File: src/rtl/step_halt_unit.sv
module step_halt_unit #(
  parameter int DW   = 8,
  parameter int AW   = 12,
  parameter int PW   = 8,
  parameter int SYNC = 2
) (
  input  logic          clk,
  input  logic          rst_n,
  input  logic          step_en,
  input  logic          step_req,
  input  logic          mc_done,
  input  logic          mc_two,
  input  logic [AW-1:0] next_pc,
  input  logic          ale,
  input  logic [DW-1:0] bus_in,
  input  logic [PW-1:0] p2_in,
  output logic          run,
  output logic          halted,
  output logic [DW-1:0] bus_out,
  output logic [PW-1:0] p2_out,
  output logic [DW-1:0] cap_bus,
  output logic [AW-DW-1:0] cap_p2
);
  localparam int HW = AW - DW;

  logic [SYNC:0]   req_sh;
  logic            step_pulse;
  logic            second;
  logic            instr_last;
  logic            halt_q;
  logic [AW-1:0]   addr_q;
  logic            ale_q;
  logic            ale_rise;

  always_ff @(posedge clk) begin
    if (!rst_n) req_sh <= '0;
    else        req_sh <= {req_sh[SYNC-1:0], step_req};
  end
  assign step_pulse = req_sh[SYNC-1] & ~req_sh[SYNC];

  assign instr_last = mc_done & (~mc_two | second);

  always_ff @(posedge clk) begin
    if (!rst_n)              second <= 1'b0;
    else if (run && mc_done) second <= mc_two & ~second;
  end

  always_ff @(posedge clk) begin
    if (!rst_n) begin
      halt_q <= 1'b0;
      addr_q <= '0;
    end else if (!step_en) begin
      halt_q <= 1'b0;
    end else if (halt_q) begin
      if (step_pulse) halt_q <= 1'b0;
    end else if (instr_last) begin
      halt_q <= 1'b1;
      addr_q <= next_pc;
    end
  end

  assign halted = halt_q;
  assign run    = ~halt_q;

  assign bus_out = halt_q ? addr_q[DW-1:0] : bus_in;

  generate
    if (PW > HW) begin : g_p2_hi
      assign p2_out[PW-1:HW] = p2_in[PW-1:HW];
    end
  endgenerate
  assign p2_out[HW-1:0] = halt_q ? addr_q[AW-1:DW] : p2_in[HW-1:0];

  always_ff @(posedge clk) begin
    if (!rst_n) begin
      ale_q   <= 1'b0;
      cap_bus <= '0;
      cap_p2  <= '0;
    end else begin
      ale_q <= ale;
      if (ale_rise) begin
        cap_bus <= bus_in;
        cap_p2  <= p2_in[HW-1:0];
      end
    end
  end
  assign ale_rise = ale & ~ale_q;

  a_r2_halt_after_last: assert property (@(posedge clk) disable iff (!rst_n)
    (step_en && !halted && instr_last) |=> halted);
  a_r2_no_run_halted: assert property (@(posedge clk) disable iff (!rst_n)
    halted |-> !run);
  a_r3_no_mid_halt: assert property (@(posedge clk) disable iff (!rst_n)
    (!halted && mc_done && mc_two && !second) |=> !halted);
  a_r4_addr_shown: assert property (@(posedge clk) disable iff (!rst_n)
    $rose(halted) |-> (bus_out == $past(next_pc[DW-1:0]) &&
                       p2_out[HW-1:0] == $past(next_pc[AW-1:DW])));
  a_r5_p2_high: assert property (@(posedge clk) disable iff (!rst_n)
    p2_out[PW-1:HW] == p2_in[PW-1:HW]);
  a_r7_stay_halted: assert property (@(posedge clk) disable iff (!rst_n)
    (halted && step_en && !step_pulse) |=> halted);
  a_r9_free_run: assert property (@(posedge clk) disable iff (!rst_n)
    !step_en |=> !halted);
  a_r10_capture: assert property (@(posedge clk) disable iff (!rst_n)
    (ale && !ale_q) |=> (cap_bus == $past(bus_in)));
  a_r10_hold: assert property (@(posedge clk) disable iff (!rst_n)
    !(ale && !ale_q) |=> $stable(cap_bus));
endmodule

File: config.mk
export PLATFORM = sky130hd
export DESIGN_NAME = step_halt_unit
export DESIGN_NICKNAME = d
export VERILOG_FILES = /design/src/rtl/step_halt_unit.sv
export SDC_FILE = /design/constraint.sdc
export NUM_CORES = 1
export LEC_CHECK = 0
export ABC_AREA = 1
export BUFFER_PORTS_ARGS = -buffer_cell sky130_fd_sc_hd__buf_2
export CORE_MARGIN = 1
export CORE_UTILIZATION = 40
export CTS_BUF_LIST = sky130_fd_sc_hd__clkbuf_16
export CTS_CLUSTER_SIZE = 10
export DETAILED_ROUTE_END_ITERATION = 6
export GPL_ROUTABILITY_DRIVEN = 0
export PLACE_DENSITY_LB_ADDON = 0.15
export SLEW_MARGIN = 0
export SYNTH_ARGS = -nofsm -noshare
export SYNTH_HDL_FRONTEND = slang
export SYNTH_SLANG_ARGS = --single-unit
File: constraint.sdc
create_clock -name clk -period 1 [get_ports clk]
set_input_delay 0.1 -clock clk [delete_from_list [all_inputs] [get_ports clk]]
set_output_delay 0.1 -clock clk [all_outputs]
set_load 0.1 [all_outputs]
# After elaboration in Yosys (flattened, before gate mapping)
# Cells that the tools add are included.
op_classes:
  shifts: 0
  n_eq_ne: 0
  n_lt_le_gt_ge: 0
  n_addsub: 0
  multipliers: 0
  n_reduce_logical: 3
  div_mod_pow: 0
  muxes: 5
  n_bitwise: 10
ops:
  columns: ["op", "count"]
  rows:
  - ["$mux 8", 1]
  - ["$not 1->1", 5]
  - ["$and 1x1->1", 4]
  - ["$mux 4", 1]
  - ["$mux 1", 3]
  - ["$reduce_and 3->1", 1]
  - ["$reduce_and 2->1", 1]
  - ["$logic_and 1x1->1", 1]
  - ["$or 1x1->1", 1]
totals:
  register_bits: 30
  ramBits: 0
  rom_bits: 0
  output_inout_bits: 30
  wordCells: 25
  input_bits: 35
  n_memories: 0
  latchBits: 0

# Logic depth before layout (Yosys ltp)
# Gate-level depths: netlist of the first run.
logic_depth:
  ltp_word: 5
  depth_mapped: 7
  depth_no_buf: 6

# Least setup slack after synthesis of the first run
# OpenSTA, ideal clock, no wires.
synth_path:
  path_type: "register to output"
  start: "register halt_q (netlist: halted)"
  end: "output p2_out[1]"
  slack_ns: -2.082
  t_arrival_ns: 2.982
  stages_incl_launch_ff: 2
  required_time_ns: 0.900
  path_buffers: 0
  cell_sequence: "dfxtp_1 o21ai_0"
synth_between:
  elab_chain_len: 1
synth_lines:
  columns: ["item", "line", "text"]
  rows:
  - ["start, declared", "30", "logic halt_q;"]
  - ["start signal, assigned", "50", "halt_q <= 1'b0;"]
  - ["start signal, assigned", "53", "halt_q <= 1'b0;"]
  - ["start signal, assigned", "55", "if (step_pulse) halt_q <= 1'b0;"]
  - ["$mux 4", "72", "assign p2_out[HW-1:0] = halt_q ? addr_q[AW-1:DW] : p2_in[HW-1:0];"]
  - ["end, declared", "20", "output logic [PW-1:0] p2_out,"]
# Every way passes these cells.

# Final worst setup path of the first run
layout_path:
  start: "register halt_q (netlist: halted)"
  end: "output bus_out[2]"
layout_between:
  elab_chain_len: 1
layout_lines:
  columns: ["item", "line", "text"]
  rows:
  - ["$mux 8", "65", "assign bus_out = halt_q ? addr_q[DW-1:0] : bus_in;"]
  - ["end, declared", "19", "output logic [DW-1:0] bus_out,"]
# Every way passes these cells.

==> reports/metrics.yaml, run 1 <==
drt:
  wl_per_cell_um: 14.9
  drc: 0
  drtAntennaViolNets: 0
  drt-initial-drc-count: 99
  wirelength_mm: 4.61
  num_vias: 1563
  via_per_inst: 5.06
  dr.pass1.iters: 4
grt:
  grt_max_degree: 31
  grt-ovfl-total: 0
  grt_antenna_before_repair: 0
  grt_pass1_vias: 1477
  grt_first_pass_wirelength_mm: 6.70
  track_usage_pct: 26.5
die:
  chipHeight_um: 59.7
  placementRows: 20
  start_util_pct: 42.9
  die_area_um2: 3560
  pin_count: 65
  core_area_um2: 3100
  die_w_um: 59.7
worst_setup_path:
  r2r_cells: 7
  crit_arrival_ns: 1.20
  r2r-end: "addr_q[4]$_SDFFE_PN0P_"
  path_class: "reg2out"
  crit_path_max_incr_delay_ns: 0.38
  worst-endpoint-required_ns: 0.90
  cpMaxStageDelayCell: "dfxtp_4"
  reg2reg_slack_ns: -0.16
  critPathLaunchType: "flip-flop"
  worstReg2RegStart: "halted$_SDFF_PN0_"
  end_kind: "output pin"
  path_max_fanout: 6
  cp_cell_sequence: "inv_6, buf_12, nand2_8, nand2_8, buf_12"
timing:
  finalWorstSetupSlack_ns: -0.301
  drv_slew: 0
  fin_crit_sh_pct: 130
  setup_violations: 28
  period_needed_ns: 1.30
  rsz0062_at_grt: "yes"
  hold_viol_final: 0
  relSlewSlack_pct: 84.2
  clock.fmax_mhz: 769
  worstMarginPinSlew_ns: 0.234
  fin_skew_ns: 0.00386
hold_path:
  hp-class: "in2reg"
  hold_depth: 3
  min_to: "req_sh[0]$_SDFF_PN0_"
  min_from: "step_req"
power:
  intPower_mw: 2.73
  switching_share_pct: 35.4
  power_frac_clock_pct: 33.4
  p_per_area_nw_per_um2: 1590
  peakVddDrop_uv: 1250
  p_sw_mw: 1.50
  p_comb_share_pct: 34.5
  pwr-share-seq_pct: 32.1
  cellLeakagePower_nw: 1.29
placement:
  placed_cells: 297
  portBuffers: 56
  hpwl_mm: 2.72
  post-place-ws_ns: -0.0507
clocking:
  cts_tree: "yes"
  cts_hold_buf: 0
  clock_tree.buffer_depth: 2
  cts_root_buf: "clkbuf_16"
  clk_pin_slew_ns: 0.05
  cts.sinks: 30
  cts_buffers: 5
  insertion_delay_ns: 0.28
  htreeDepth: 2
final_layout:
  stdcell_count: 309
  layout_common_cells: "45 x nor2_1, 33 x buf_12, 30 x buf_2, 22 x nand2_1, 22 x inv_1"
  area_delta_synth_final_pct: 100
  nFillCells: 175
  insertedDiodeCount: 0
  drive_gt1_share_pct: 49.4
  layout.nets: 299
  layout_commonest_cell: "nor2_1"
status:
  violations: "setup timing"
  run_status: "finished with violations"
synth:
  synth_top_area_share_pct: 45.1
  synth_cell_types: 15
  yosys_warnings: 0
  yosysTopAreaCell: "dfxtp_1"
  syn_inst: 201
  ys_seq_area_share_pct: 45.1
  synth_area_um2: 1330
  ys_seq_elements: 30
  syn_nets: 236
  ys_top_cells_by_area: "dfxtp_1 45%, nand2_1 16%, nor2_1 13%, inv_1 6.2%, nand4_1 5.6%"
  syn_avg_cell_area_um2: 6.62
run:
  max_cap_viol_count: 0
[worst max path at each step]
stage / start / end / depth (start not counted)
floorplan: halted$_SDFF_PN0_ / bus_out[3] / 4
global placement: halted$_SDFF_PN0_ / bus_out[6] / 5
detailed placement: halted$_SDFF_PN0_ / addr_q[8]$_SDFFE_PN0P_ / 6
CTS: halted$_SDFF_PN0_ / bus_out[1] / 5
global route: halted$_SDFF_PN0_ / bus_out[2] / 5
finish: halted$_SDFF_PN0_ / bus_out[2] / 5
[per-layer routing]
layer	vias up	global-route usage [%]	part of all wire, %
met1	727	28.1	34
met3	26	9.31	6.6
li1	738	-	-
met2	72	44.9	54
met4	0	15.6	5.0
met5	-	0	0
[cell usage after synthesis (all sizes together)]
library cell   n
nor2          49
inv           23
a21oi          2
o21ai         14
dfxtp         30
buf           10
nand2         55
o211a          1
clkbuf         5
nand4         12
[flip-flops by register name, summed over array words and instances, names as in the netlist]
signal and count:
second 1, halted 1, cap_bus 8, cap_p2 4
req_sh 3, ale_q 1, addr_q 12
[metrics by stage]
stage | TNS [ns] | hold slack (ns) | util, % | instance area [um2] | total power, mW
2_1_floorplan | -4.42 | 0.193 | - | 1560 | 2.28
3_3_place_gp | -0.00695 | 0.201 | 75.4 | 2340 | 2.71
3_5_place_dp | -0.400 | 0.201 | 75.4 | 2340 | 2.73
4_1_cts | -4.91 | 0.00527 | 83.3 | 2590 | 4.18
5_1_grt | -6.85 | 0.0167 | 85.9 | 2670 | 4.38
6_report | -5.70 | 0.00303 | 85.9 | 2670 | 4.24
[timing repair]
action,4_1_cts,5_1_grt
buffers inserted,1,1
cloned,1,1
gates resized for setup,19,15
setup endpoints to repair,26,39
pin swaps,4,2
hold endpoints to repair,0,0
[logic make-up after synthesis]
group / synth area share [%]
buffers and inverters: 12.8
AO/OA/AOI/OAI: 6.77
AND/OR/NAND/NOR: 35.3
flip-flops: 45.1
[critical path: cells and delay by family (launching register included)]
family | cells | cell delay, ns
simple gates | 2 | 0.12
buf+inv | 3 | 0.41
flops | 1 | 0.38
[cell type report]
| cell class | count | area, um2 | share of cell area, % |
|---|---|---|---|
| repair buffers | 71 | 925 | 34.7 |
| multi-input cells | 133 | 838 | 31.4 |
| flip-flops and latches | 30 | 619 | 23.2 |
| clock buffers | 5 | 125 | 4.69 |
| inverters | 23 | 91.3 | 3.43 |
| well taps | 44 | 55.1 | 2.06 |
| clock inverters | 3 | 12.5 | 0.469 |
[power groups by stage]
| stage | registers (mW) | clock network [mW] | logic [mW] |
|---|---|---|---|
| 2_1_floorplan | 1.62 | 0 | 0.656 |
| 3_3_place_gp | 1.37 | 0 | 1.34 |
| 3_5_place_dp | 1.37 | 0 | 1.36 |
| 4_1_cts | 1.35 | 1.42 | 1.41 |
| 5_1_grt | 1.36 | 1.49 | 1.53 |
| 6_report | 1.36 | 1.42 | 1.46 |
No activity file was read; power rests on OpenSTA's default activity.
==> inputs of run 2 (changes only) <==
--- a/config.mk
+++ b/config.mk
@@ -13,7 +13,7 @@
 export CTS_CLUSTER_SIZE = 10
 export DETAILED_ROUTE_END_ITERATION = 6
 export GPL_ROUTABILITY_DRIVEN = 0
-export PLACE_DENSITY_LB_ADDON = 0.15
+export PLACE_DENSITY = 0.75
 export SLEW_MARGIN = 0
 export SYNTH_ARGS = -nofsm -noshare
 export SYNTH_HDL_FRONTEND = slang
==> run 2 against run 1 <==
Net effect: the run still ends with setup timing left; clock-buffer cell count unchanged; utilization fell by 0.36 points; design area shrank 0.42%; largest cell class unchanged; critical endpoint is now p2_out[3]; register-to-register slack is essentially flat; combinational power hardly changed.
==> reports/metrics.yaml, run 2 (synthesis results as in run 1) <==
status:
  run_status: "finished with violations"
  violations: "setup timing"
timing:
  relSlewSlack_pct: 81.7  # -2.6 points
  finalWorstSetupSlack_ns: -0.296  # +0.00440 ns
  fin_crit_sh_pct: 130  # -0.44 points
  rsz0062_at_grt: "yes"
  hold_viol_final: 0  # unchanged
  worstMarginPinSlew_ns: 0.272  # +0.0383 ns
  period_needed_ns: 1.30  # -0.00440 ns
  setup_violations: 28  # unchanged
  clock.fmax_mhz: 771  # +0.34%
  fin_skew_ns: 0.00376  # -0.0000978 ns
  drv_slew: 0  # unchanged
power:
  finalPower_mw: 4.47  # +5.4%
  p_comb_share_pct: 32.1  # -2.4 points
  intPower_mw: 2.98  # +9.0%
  cellLeakagePower_nw: 1.33  # +3.7%
  switching_share_pct: 33.3  # -2.2 points
  power_frac_clock_pct: 37.4  # +4.0 points
  p_per_area_nw_per_um2: 1680  # +5.9%
  pwr-share-seq_pct: 30.5  # -1.6 points
  p_sw_mw: 1.49  # -0.96%
  peakVddDrop_uv: 1990  # +59%
final_layout:
  regMostFlops: "addr_q"
  nFillCells: 188  # +7.4%
  biggestRegsByFlops: "addr_q (12), cap_bus (8), cap_p2 (4)"
  area_delta_synth_final_pct: 99.4
  drive_gt1_share_pct: 48.5  # -0.93 points
  stdcell_count: 312  # +0.97%
  largest_reg_flops: 12  # unchanged
  insertedDiodeCount: 0  # unchanged
  layout.nets: 302  # +1.0%
  layout_commonest_cell: "nor2_1"
  layout_common_cells: "46 x nor2_1, 30 x buf_2, 30 x buf_12, 26 x nand2_1, 21 x inv_1"
clocking:
  cts_tree: "yes"
  cts_buffers: 5  # unchanged
  cts_hold_buf: 0  # unchanged
  cts.sinks: 30  # unchanged
  htreeDepth: 2  # unchanged
  clk_pin_slew_ns: 0.05  # about the same
  clock_tree.buffer_depth: 2  # unchanged
  insertion_delay_ns: 0.28  # about the same
  cts_root_buf: "clkbuf_16"
drt:
  wirelength_mm: 4.51  # -2.1%
  num_vias: 1539  # -1.5%
  via_per_inst: 4.93  # -2.5%
  drc: 0  # unchanged
  dr.pass1.iters: 4  # unchanged
  drtAntennaViolNets: 0  # unchanged
  drt-initial-drc-count: 77  # -22%
  wl_per_cell_um: 14.5  # -3.0%
grt:
  gr-usage-met2_pct: 48.3  # +3.3 points
  grt-ovfl-total: 0  # unchanged
  grt_antenna_before_repair: 0  # unchanged
  grtUsageMet1_pct: 27.2  # -0.90 points
  grt_first_pass_wirelength_mm: 6.70  # unchanged
  gr-max-usage-layer: "met2"
  grt_util_met3_pct: 8.44  # -0.87 points
  grt_pass1_vias: 1469  # -0.54%
  grt_max_degree: 19  # -39%
  track_usage_pct: 26.6  # +0.15 points
worst_setup_path:
  end_kind: "output pin"
  path_class: "reg2out"
  r2r_cells: 6  # -1
  cp_cell_sequence: "clkbuf_16, nand2_4, nand2_8, buf_12"
  crit_path_max_incr_delay_ns: 0.42  # +0.04 ns
  critPathLaunchType: "flip-flop"
  critical-path-top-delay-family: "flip-flops"
  worstReg2RegStart: "halted$_SDFF_PN0_"
  path_max_fanout: 5  # -1
  reg2reg_slack_ns: -0.16  # about the same
  crit_buf_inv: 2  # -1
  r2r-end: "addr_q[2]$_SDFFE_PN0P_"
  crit_arrival_ns: 1.20  # about the same
  worst-endpoint-required_ns: 0.90  # about the same
  cpMaxStageDelayCell: "dfxtp_4"
placement:
  hpwl_mm: 2.91  # +7.0%
  placed_cells: 301  # +1.3%
  portBuffers: 56  # unchanged
die:
  placementRows: 20  # unchanged
  chipHeight_um: 59.7  # unchanged
  die_area_um2: 3560  # unchanged
  start_util_pct: 42.9  # unchanged
  pin_count: 65  # unchanged
  die_w_um: 59.7  # unchanged
  core_area_um2: 3100  # unchanged
hold_path:
  hp-class: "in2reg"
  hold_depth: 3  # unchanged
  min_to: "req_sh[0]$_SDFF_PN0_"
  min_from: "step_req"
run:
  max_cap_viol_count: 0  # unchanged
[run 2: changes by cell type in the layout (fill, tap and decap cells not counted), sizes merged]
cell,previous run,this run
buf,69,73
bufbuf,1,0
bufinv,0,1
inv,24,23
[run 2: worst max-delay path by stage]
stage	slack (ns)	depth (start not counted)	endpoint	startpoint
global placement	-0.02	5	addr_q[11]$_SDFFE_PN0P_	halted$_SDFF_PN0_
finish	-0.30	4	p2_out[3]	halted$_SDFF_PN0_
floorplan	-0.28	4	bus_out[3]	halted$_SDFF_PN0_
global route	-0.33	4	p2_out[0]	halted$_SDFF_PN0_
CTS	-0.28	4	bus_out[4]	halted$_SDFF_PN0_
detailed placement	-0.07	5	addr_q[2]$_SDFFE_PN0P_	halted$_SDFF_PN0_
[run 2: worst reg2reg max path, delay by kind of cell (launching register included)]
| kind | cells | cell delay [ns] |
|---|---|---|
| flip-flops | 1 | 0.38 |
| AND/OR/NAND/NOR | 4 | 0.38 |
| buffers and inverters | 2 | 0.29 |
[run 2: timing repair]
action,in CTS,in global routing
cloned,0,1
gates resized for setup,22,11
pin swaps,4,2
setup buffers,2,0
endpoints found under the setup margin,33,29
[run 2: per-layer routing]
metal  share of wire (%)  wire, um  vias up
li1                    -         -      745
met1                  36      1640      719
met2                  55      2470       63
met3                 6.3       282       12
met4                 2.6       116        0
met5                   0         0        -
[run 2: per-stage QoR]
stage	utilization, %	TNS [ns]	setup slack, ns	hold slack [ns]	area, um2
final	85.6	-5.56	-0.296	0.00597	2660
after global routing	85.6	-6.65	-0.325	0.0161	2660
after CTS	83.5	-4.75	-0.277	0.00459	2590
after detailed placement	75.2	-0.536	-0.0666	0.201	2330
after global placement	75.2	-0.0704	-0.0151	0.201	2330
after floorplan	-	-4.42	-0.285	0.193	1560
[run 2: area by class of cell]
| type | instances | area (um2) | share of cell area, % |
|---|---|---|---|
| clock buffer | 5 | 125 | 4.71 |
| sequential | 30 | 619 | 23.3 |
| timing repair buffer | 74 | 892 | 33.6 |
| inverter | 23 | 91.3 | 3.44 |
| clock inverter | 3 | 40.0 | 1.51 |
| tap | 44 | 55.1 | 2.07 |
| multi-input combinational | 133 | 832 | 31.3 |
[run 2: power groups by stage]
stage                     logic (mW)  registers, mW  clock network, mW
final                           1.43           1.36               1.67
after global routing            1.49           1.37               1.76
after global placement          1.34           1.37                  0
after CTS                       1.41           1.35               1.68
after floorplan                0.656           1.62                  0
after detailed placement        1.36           1.37                  0
